--- config.mk ---
export PLATFORM = sky130hd
export DESIGN_NAME = acs_maxstar_unit
export DESIGN_NICKNAME = d
export VERILOG_FILES = /design/src/rtl/acs_pkg.sv /design/src/rtl/acs_sat_add.sv /design/src/rtl/acs_maxstar.sv /design/src/rtl/acs_regs.sv /design/src/rtl/acs_maxstar_unit.sv
export SDC_FILE = /design/constraint.sdc
export NUM_CORES = 1
export LEC_CHECK = 0
export BUFFER_PORTS_ARGS = -buffer_cell sky130_fd_sc_hd__buf_2
export CORE_UTILIZATION = 40
export CTS_CLUSTER_SIZE = 40
export DETAILED_ROUTE_END_ITERATION = 12
export PLACE_DENSITY_LB_ADDON = 0.3
export SLEW_MARGIN = 20
export SYNTH_ARGS = -nofsm -noshare
export SYNTH_HDL_FRONTEND = slang
export SYNTH_HIERARCHICAL = 1
export SYNTH_SLANG_ARGS = --single-unit
export TNS_END_PERCENT = 1
--- constraint.sdc ---
create_clock -name clk -period 2.1 [get_ports clk]
set_input_delay 0.315 -clock clk [delete_from_list [all_inputs] [get_ports clk]]
set_output_delay 0.315 -clock clk [all_outputs]
set_load 0.02 [all_outputs]
--- src/rtl/acs_pkg.sv ---
package acs_pkg;
  typedef enum logic [1:0] {
    OP_NOP = 2'b00,
    OP_ADD = 2'b01,
    OP_SUB = 2'b10,
    OP_ACS = 2'b11
  } acs_op_e;
endpackage

--- src/rtl/acs_sat_add.sv ---
// Saturating signed add or subtract of two W-bit values.
module acs_sat_add #(
  parameter int W = 10
) (
  input  logic signed [W-1:0] a,
  input  logic signed [W-1:0] b,
  input  logic                sub,
  output logic signed [W-1:0] y
);
  logic signed [W:0] a_ext, b_ext, sum;

  always_comb begin
    a_ext = {a[W-1], a};
    b_ext = sub ? -{b[W-1], b} : {b[W-1], b};
    sum   = a_ext + b_ext;
    if (sum[W] != sum[W-1]) begin
      y = sum[W] ? {1'b1, {(W-1){1'b0}}} : {1'b0, {(W-1){1'b1}}};
    end else begin
      y = sum[W-1:0];
    end
  end
endmodule

--- src/rtl/acs_maxstar.sv ---
// Corrected maximum of two metrics with an inverted-bit magnitude estimate.
module acs_maxstar #(
  parameter int W = 10
) (
  input  logic signed [W-1:0] x,
  input  logic signed [W-1:0] y,
  output logic signed [W-1:0] z
);
  localparam int IDXW = 3;

  logic signed [W:0]   diff;
  logic        [W:0]   mag;
  logic                far;
  logic        [1:0]   corr;
  logic signed [W-1:0] bigger;
  logic signed [W-1:0] corr_ext;

  // Entries sit at the midpoint between the two true distances an index can mean.
  function automatic logic [1:0] corr_lut(input logic [IDXW-1:0] k);
    case (k)
      3'd0:    corr_lut = 2'd3;
      3'd1:    corr_lut = 2'd2;
      3'd2:    corr_lut = 2'd2;
      default: corr_lut = 2'd1;
    endcase
  endfunction

  always_comb begin
    diff     = {x[W-1], x} - {y[W-1], y};
    mag      = diff[W] ? ~diff : diff;
    far      = |mag[W:IDXW];
    corr     = far ? 2'd0 : corr_lut(mag[IDXW-1:0]);
    bigger   = diff[W] ? y : x;
    corr_ext = {{(W-2){1'b0}}, corr};
  end

  acs_sat_add #(.W(W)) u_corr (
    .a   (bigger),
    .b   (corr_ext),
    .sub (1'b0),
    .y   (z)
  );
endmodule

--- src/rtl/acs_regs.sv ---
// Private scratch registers; select value 0 means none.
module acs_regs #(
  parameter int W    = 10,
  parameter int N    = 3,
  parameter int SELW = 2
) (
  input  logic                clk,
  input  logic                rst_n,
  input  logic [SELW-1:0]     wr_sel,
  input  logic signed [W-1:0] wr_data,
  input  logic [SELW-1:0]     rd_sel,
  input  logic signed [W-1:0] rd_ext,
  output logic signed [W-1:0] rd_data
);
  logic signed [W-1:0] q [N];

  for (genvar g = 0; g < N; g++) begin : g_reg
    logic wr_en;
    assign wr_en = (wr_sel == SELW'(g + 1));
    always_ff @(posedge clk or negedge rst_n) begin
      if (!rst_n) begin
        q[g] <= '0;
      end else if (wr_en) begin
        q[g] <= wr_data;
      end
    end
  end

  always_comb begin
    rd_data = rd_ext;
    for (int i = 0; i < N; i++) begin
      if (rd_sel == SELW'(i + 1)) rd_data = q[i];
    end
  end
endmodule

--- src/rtl/acs_maxstar_unit.sv ---
module acs_maxstar_unit #(
  parameter int W    = 10,
  parameter int GRP  = 4,
  parameter int NREG = 3
) (
  input  logic         clk,
  input  logic         rst_n,
  input  logic [1:0]   op_i,
  input  logic [1:0]   asel_i,
  input  logic [1:0]   dst_i,
  input  logic [W-1:0] opa_i,
  input  logic [W-1:0] opb_i,
  input  logic [W-1:0] bm_i,
  output logic [W-1:0] res_o,
  output logic         done_o
);
  import acs_pkg::*;

  localparam int CW   = (GRP > 1) ? $clog2(GRP) : 1;
  localparam int SELW = 2;

  logic [1:0]          rst_sync;
  logic                rst_ni;
  acs_op_e             op;
  logic signed [W-1:0] a_val, alu_b, alu_y, ms_y;
  logic signed [W-1:0] res_q, res_d, acc_q, acc_d;
  logic [CW-1:0]       cnt_q, cnt_d;
  logic                done_q, done_d, res_en, acs_en;
  logic [SELW-1:0]     wr_sel;

  // Reset asserts at once and is released two clocks later.
  always_ff @(posedge clk or negedge rst_n) begin
    if (!rst_n) rst_sync <= 2'b00;
    else        rst_sync <= {rst_sync[0], 1'b1};
  end
  assign rst_ni = rst_sync[1];

  assign op = acs_op_e'(op_i);

  acs_regs #(.W(W), .N(NREG), .SELW(SELW)) u_regs (
    .clk     (clk),
    .rst_n   (rst_ni),
    .wr_sel  (wr_sel),
    .wr_data (res_d),
    .rd_sel  (asel_i),
    .rd_ext  (opa_i),
    .rd_data (a_val)
  );

  assign alu_b = (op == OP_ACS) ? bm_i : opb_i;

  acs_sat_add #(.W(W)) u_alu (
    .a   (a_val),
    .b   (alu_b),
    .sub (op == OP_SUB),
    .y   (alu_y)
  );

  acs_maxstar #(.W(W)) u_ms (
    .x (acc_q),
    .y (alu_y),
    .z (ms_y)
  );

  always_comb begin
    res_d  = res_q;
    acc_d  = acc_q;
    cnt_d  = cnt_q;
    done_d = 1'b0;
    res_en = 1'b0;
    acs_en = 1'b0;
    case (op)
      OP_ADD, OP_SUB: begin
        res_d  = alu_y;
        res_en = 1'b1;
      end
      OP_ACS: begin
        res_d  = (cnt_q == '0) ? alu_y : ms_y;
        acc_d  = res_d;
        res_en = 1'b1;
        acs_en = 1'b1;
        if (cnt_q == CW'(GRP - 1)) begin
          cnt_d  = '0;
          done_d = 1'b1;
        end else begin
          cnt_d = cnt_q + 1'b1;
        end
      end
      default: ;
    endcase
    wr_sel = res_en ? dst_i : '0;
  end

  always_ff @(posedge clk or negedge rst_ni) begin
    if (!rst_ni) begin
      res_q <= '0;
    end else if (res_en) begin
      res_q <= res_d;
    end
  end

  always_ff @(posedge clk or negedge rst_ni) begin
    if (!rst_ni) begin
      acc_q <= '0;
      cnt_q <= '0;
    end else if (acs_en) begin
      acc_q <= acc_d;
      cnt_q <= cnt_d;
    end
  end

  always_ff @(posedge clk or negedge rst_ni) begin
    if (!rst_ni) done_q <= 1'b0;
    else         done_q <= done_d;
  end

  assign res_o  = res_q;
  assign done_o = done_q;

  AST_DONE_SPACED: assert property (@(posedge clk) disable iff (!rst_ni)
    done_o |=> !done_o);
  AST_DONE_FROM_ACS: assert property (@(posedge clk) disable iff (!rst_ni)
    done_o |-> ($past(op) == OP_ACS));
  AST_MERGE_FLOOR: assert property (@(posedge clk) disable iff (!rst_ni)
    (op == OP_ACS && cnt_q != '0) |=>
      ($signed(res_o) >= $past(acc_q) && $signed(res_o) >= $past(alu_y)));
  AST_MERGE_CEIL: assert property (@(posedge clk) disable iff (!rst_ni)
    (op == OP_ACS && cnt_q != '0) |=>
      ($signed(res_o) <= $past(acc_q) + 3 || $signed(res_o) <= $past(alu_y) + 3));
  AST_NOP_HOLD: assert property (@(posedge clk) disable iff (!rst_ni)
    (op == OP_NOP) |=> ($stable(res_o) && !done_o));
  AST_ARITH_KEEPS_GROUP: assert property (@(posedge clk) disable iff (!rst_ni)
    (op == OP_ADD || op == OP_SUB) |=> ($stable(acc_q) && $stable(cnt_q)));
endmodule

## Word level (Yosys, flattened, before mapping)

Cells that the tools add are included.

| storage, ports and cells | value |
|---|---|
| register bits after elaboration | 55 |
| bits of input ports | 38 |

| operators by class | value |
|---|---|
| add/sub/neg operators | 5 |
| equal/unequal tests | 14 |
| multiplexer cells | 21 |
| bitwise logic cells | 1 |
| reduce and logical (&&, ||, !) cells | 7 |

Operators by type and width:

| kind | count |
|---|---|
| 10-bit 2-to-1 mux | 10 |
| 11-bit 2-to-1 mux | 2 |
| 10-bit case mux with 2 select lines | 1 |
| 2-bit equality test (second input constant) | 7 |
| 10-bit by 11-bit adder with 11-bit output | 1 |
| 10-bit by 3-bit adder with 11-bit output | 1 |
| 11-bit negation | 1 |
| 11-bit inverter | 1 |
| 10-bit by 10-bit subtractor with 11-bit output | 1 |
| 8-bit OR reduction | 1 |
| 2-bit by 1-bit equality test with 1-bit output (second input constant) | 3 |
| 2-bit 2-to-1 mux | 3 |
| 1-bit 2-to-1 mux | 4 |
| 2-bit case mux with 2 select lines | 1 |
| 2-bit OR reduction | 2 |
| 3-bit by 1-bit equality test with 1-bit output (second input constant) | 1 |
| 3-bit by 2-bit equality test with 1-bit output (second input constant) | 1 |
| 3-bit zero test | 1 |
| 3-bit OR reduction | 1 |
| 2-bit by 1-bit adder with 2-bit output (second input constant) | 1 |
| 2-bit zero test | 1 |
| 1-bit inequality test | 2 |
| 2-bit AND reduction | 1 |

## Depth between registers and ports, before layout

| logic depth | value |
|---|---|
| depth after elaboration | 19 |
| mapped depth | 41 |
| mapped depth without buffers | 39 |

## Modules after synthesis

Netlist, hierarchy kept.

By module, submodules not included:

| module | instances | cells each | area an instance (um^2) |
|---|---|---|---|
| acs_maxstar_unit | 1 | 135 | 1447.6 |
| acs_regs | 1 | 77 | 1376.3 |
| acs_sat_add (u_ms.u_corr) | 1 | 112 | 842.1 |
| acs_maxstar | 1 | 105 | 785.8 |
| acs_sat_add (u_alu) | 1 | 91 | 783.3 |

## Least setup slack after synthesis

OpenSTA, ideal clock, no wires.

| path | value |
|---|---|
| kind | input -> register |
| start point | input op_i[0] |
| end point | register u_regs/q[10] (netlist bit) |
| setup time | 125 ps |
| arrival time | 8526 ps |
| required time | 1975 ps |
| setup slack | -6550 ps |
| stages | 35 |
| buffers on the path | 1 |
| path through | ha_1 -> buf_2 -> mux2_1 -> inv_1 -> ha_1 -> or3b_4 -> o31ai_1 -> xnor2_1 -> ha_1 -> nand3_1 -> o31a_1 -> o311ai_1 -> maj3_1 -> ha_1 -> inv_1 -> fa_1 -> a21o_1 -> a21oi_1 -> xor2_1 -> o2111ai_1 -> nor4_2 -> o2bb2a_4 -> nor2_1 -> inv_1 -> o21ai_0 -> ha_1 -> a21o_1 -> a21oi_1 -> nor2_1 -> o41ai_1 -> a211oi_1 -> maj3_1 -> mux2i_1 -> o211ai_1 -> mux2_2 |

| on the way | value |
|---|---|
| cells in the longest elaborated chain, start to end | 19 |
| elaborated cells on any way between the ends | 32 |
| those cells by class | add/sub: 4; eq/ne: 8; mux: 14; bitwise: 1; reduce/logical: 5 |

Ends and longest elaborated chain:

| element | RTL line | text |
|---|---|---|
| start: declaration | acs_maxstar_unit.sv:8 | `input logic [1:0] op_i,` |
| 2-bit equality test (*) | acs_maxstar_unit.sv:50 | `assign alu_b = (op == OP_ACS) ? bm_i : opb_i;` |
| 10-bit 2-to-1 mux (*) | acs_maxstar_unit.sv:50 |  |
| named net alu_b[0] | acs_maxstar_unit.sv:25 | `logic signed [W-1:0] a_val, alu_b, alu_y, ms_y;` |
| 11-bit negation | acs_sat_add.sv:14 | `b_ext = sub ? -{b[W-1], b} : {b[W-1], b};` |
| 11-bit 2-to-1 mux (*) | acs_sat_add.sv:14 |  |
| 10-bit by 11-bit adder with 11-bit output (*) | acs_sat_add.sv:15 | `sum = a_ext + b_ext;` |
| 10-bit 2-to-1 mux / 1-bit inequality test (equally long branches) | acs_sat_add.sv:17, acs_sat_add.sv:16 |  |
| 10-bit 2-to-1 mux (*) | acs_sat_add.sv:16 | `if (sum[W] != sum[W-1]) begin` |
| named net alu_y[0] | acs_maxstar_unit.sv:25 |  |
| [... 7 more ...] | - |  |
| named net u_ms.corr[1] | acs_maxstar.sv:14 | `logic [1:0] corr;` |
| 10-bit by 3-bit adder with 11-bit output (*) | acs_sat_add.sv:15 |  |
| 10-bit 2-to-1 mux / 1-bit inequality test (equally long branches) | acs_sat_add.sv:17, acs_sat_add.sv:16 |  |
| 10-bit 2-to-1 mux (*) | acs_sat_add.sv:16 |  |
| named net ms_y[0] | acs_maxstar_unit.sv:25 |  |
| 10-bit 2-to-1 mux (*) | acs_maxstar_unit.sv:78 | `res_d = (cnt_q == '0) ? alu_y : ms_y;` |
| 10-bit case mux with 2 select lines (*) | acs_maxstar_unit.sv:72 | `case (op)` |
| named net res_d[0] | acs_maxstar_unit.sv:26 | `logic signed [W-1:0] res_q, res_d, acc_q, acc_d;` |
| end signal: indexed assignment | acs_regs.sv:24 | `q[g] <= wr_data;` |
| end: declaration | acs_regs.sv:15 | `logic signed [W-1:0] q [N];` |

Mark *: on every way through the listed nets, which the timed path passes. The rest lies on a longest branch.
A chain may end at the register's enable or synchronous reset.

## Worst setup path in the final report

| path | value |
|---|---|
| start point | input op_i[1] |
| end point | register u_regs/q[17] (netlist bit) |

Same word-level chain as after synthesis.

==> flow_summary_export.csv <==
group,metric,value,unit
run_status,status,"finished with violations",
run_status,violations,"negative setup slack",
floorplanning,fp-row-count,41,
global_route,gr-total-overflow,0,
timing,layout_setup_ws,-5410,ps
timing,tightest_slew,783,ps
critical_path,crit_path_top_delay_cell,"or3b_4",
floorplanning,chipHeight,116,um
logic_synthesis,synth_top_area_frac,0.263,
logic_synthesis,synth_area_per_cell,10.1,sq um
timing,clock_skew,5.94,ps
clock_network,clock_latency,300,ps
clock_network,cts.path.max_buffers,2,
timing,maxSlewHeadroom,0.478,
timing,setup_viol,50,
logic_synthesis,syn_inst,520,
clock_network,clkSlewWorstSetupHoldPaths,80,ps
critical_path,timing.rr.end,"u_regs/q[17]",
timing,fmax,133,MHz
layout,fill_cells,1050,
critical_path,worstSetupEndpointType,"flop",
logic_synthesis,synth_area_leaders,"dfrtp_1 (26%), ha_1 (9.6%), mux2_2 (8.4%)",
clock_network,h-tree-depth,2,
drt,drt_iter0_drc,224,
drt,wl_met1,6610,um
drt,met2WireLength,6960,um
drt,ant_nets,0,
placed_design,port_buffers,48,
clock_network,cts.sinks,55,
floorplanning,io_pins,49,
placed_design,dp_hpwl,11600,um
critical_path,r2r_cells,32,
floorplanning,die_w,116,um
critical_path,crit_path_frequent_cell,"ha_1",
critical_path,rrSetupSlack,-5230,ps
global_route,grt_use_total,0.224,
timing,rsz0062_at_grt,"true",
critical_path,critPathArrivalTime,7690,ps
layout,diodes,0,
global_route,antenna_found_initial,0,
layout,mostFrequentLayoutCells,"buf_4 (147), dfrtp_1 (54), buf_2 (48)",
critical_path,path_buf_inv,7,
critical_path,required,2280,ps
drt,top_layer_used,"met4",
logic_synthesis,ys_warn_count,6,
critical_path,cpLargestDelayFamily,"compound AO/OA/AOI/OAI gates",
layout,layout_commonest_cell,"buf_4",
logic_synthesis,synth_seq_cells,55,
layout,utilization,0.581,
critical_path,critical_path_class,"primary input to flop",
logic_synthesis,yosysTopAreaCell,"dfrtp_1",
drt,vias,4823,
layout,nets,816,
floorplanning,initial_core_util,0.413,
layout,syn_to_final_growth,40.7,%
drt,wl_per_cell,16.0,um
drt,routed-wl-met3,768,um
logic_synthesis,synth_edf_count,0,
timing,hold_slack,322,ps
placed_design,gp_congestion,0.879,
logic_synthesis,synth_area,5240,sq um
layout,drive_gt1_frac,0.471,
clock_network,tritoncts,"done",
critical_path,crit_fanout,6,
global_route,grt_max_degree,36,
floorplanning,fp.dieArea,13500,sq um
logic_synthesis,yosysUniqueCellTypes,76,
logic_synthesis,synthFlopType,"dfrtp_1",
clock_network,cts_buffers,5,
logic_synthesis,synth_seq_area_share,0.263,
critical_path,r2r-start,"u_regs/q[0]",
layout,multi_input_area,4080,sq um
timing,period_minus_slack,7510,ps
drt,drt_wl_total,14500,um
drt,drc,0,
timing,slew_viol_final,0,
min_path,hp-class,"primary input to async pin",
timing,hold_violations,0,
global_route,grt_pass1_vias,4845,
critical_path,critPathLaunchType,"primary input",
logic_synthesis,async_flop_share,1.00,
drt,dr.pass1.iters,5,
layout,register_area,1380,sq um
global_route,grt_pass1_wl,23500,um
timing,post-route-period-util,3.58,
critical_path,slowest_delay,400,ps
placed_design,dp_slack,-5990,ps
drt,vias_per_cell,5.31,
clock_network,root_buffer,"clkbuf_16",
floorplanning,fp.coreArea,12700,sq um
run,max_cap_viol_count,0,
-- layer usage --
| layer | up-vias | global-route usage |
|---|---|---|
| li1 | 2337 | - |
| met1 | 2339 | 0.307 |
| met2 | 129 | 0.372 |
| met3 | 18 | 0.0343 |
| met4 | 0 | 0.0496 |
| met5 | - | 0 |
-- worst register-to-register path, delay by kind of cell, from the launching register on --
family	cells	cell delay, ps
AOI/OAI and AO/OA	12	2590
xor gates and xnor gates	2	240
adders and majority gates	6	1890
buffers and inverters	4	490
DFF	1	390
muxes	3	980
and+or+nand+nor	5	640
-- kinds of logic (layout without fill, tap and decap cells) --
logic type      count (synthesis)  count (layout)  share of synthesized area
compound gates                138             139                      0.201
fa+ha+maj                      61              61                      0.143
mux                            68              68                      0.165
flops                          55              55                      0.263
simple gates                  111             111                      0.114
other cells                     2              29                    0.00143
buf+inv                        50             238                     0.0461
xor+xnor                       35              35                     0.0657
-- synthesized netlist by cell type (all sizes together) (8+ instances only) --
cell and instances:
a21o 13, a21oi 32, buf 12, clkbuf 8
dfrtp 55, ha 40, inv 30, maj3 18
mux2 48, mux2i 10, mux4 10, nand2 32
nand2b 10, nand3b 10, nor2 25, o211ai 21
o21ai 24, xnor2 28
-- repair_timing --
action                                  CTS  global route
hold buffers                              1             0
pin swaps                                39             2
resized for setup                        44             4
endpoints found under the setup margin   50            50
hold endpoints to repair                  2             0
cloned                                    1             0
setup buffers                             9             0
-- worst max path at each step --
| stage | slack (ps) | cells past startpoint | end | startpoint |
|---|---|---|---|---|
| after floorplan | -5560 | 35 | u_regs/q[10] | op_i[0] |
| after detailed placement | -5990 | 33 | u_regs/q[6] | op_i[0] |
| after global placement | -5770 | 37 | u_regs/q[17] | op_i[0] |
| final | -5410 | 38 | u_regs/q[17] | op_i[1] |
| after CTS | -5340 | 38 | u_regs/q[24] | op_i[1] |
| after global routing | -5860 | 35 | u_regs/q[14] | op_i[1] |
-- cell type report --
type / instances / area share
well taps: 172 / 0.0292
repair buffers: 200 / 0.192
multi-input cells: 443 / 0.555
clock inverters: 3 / 0.00459
clock buffers: 5 / 0.0170
flip-flops and latches: 55 / 0.187
inverters: 30 / 0.0153
-- flip-flops by register name, summed over array words and instances (netlist names) --
signal / cells
u_regs/q: 30
acc_q: 10
res_o: 10
cnt_q: 2
rst_sync: 2
done_o: 1
-- stage by stage --
step,cell area [sq um],instances,TNS (ps)
2_1_floorplan,5450,547,-270960
3_3_place_gp,6860,889,-282680
3_5_place_dp,6860,889,-292220
4_1_cts,7340,908,-260890
5_1_grt,7360,908,-284910
6_report,7360,908,-263880
Power is not shown: default switching activity piles up to over one toggle a cycle in this logic, so the estimate is an artifact.
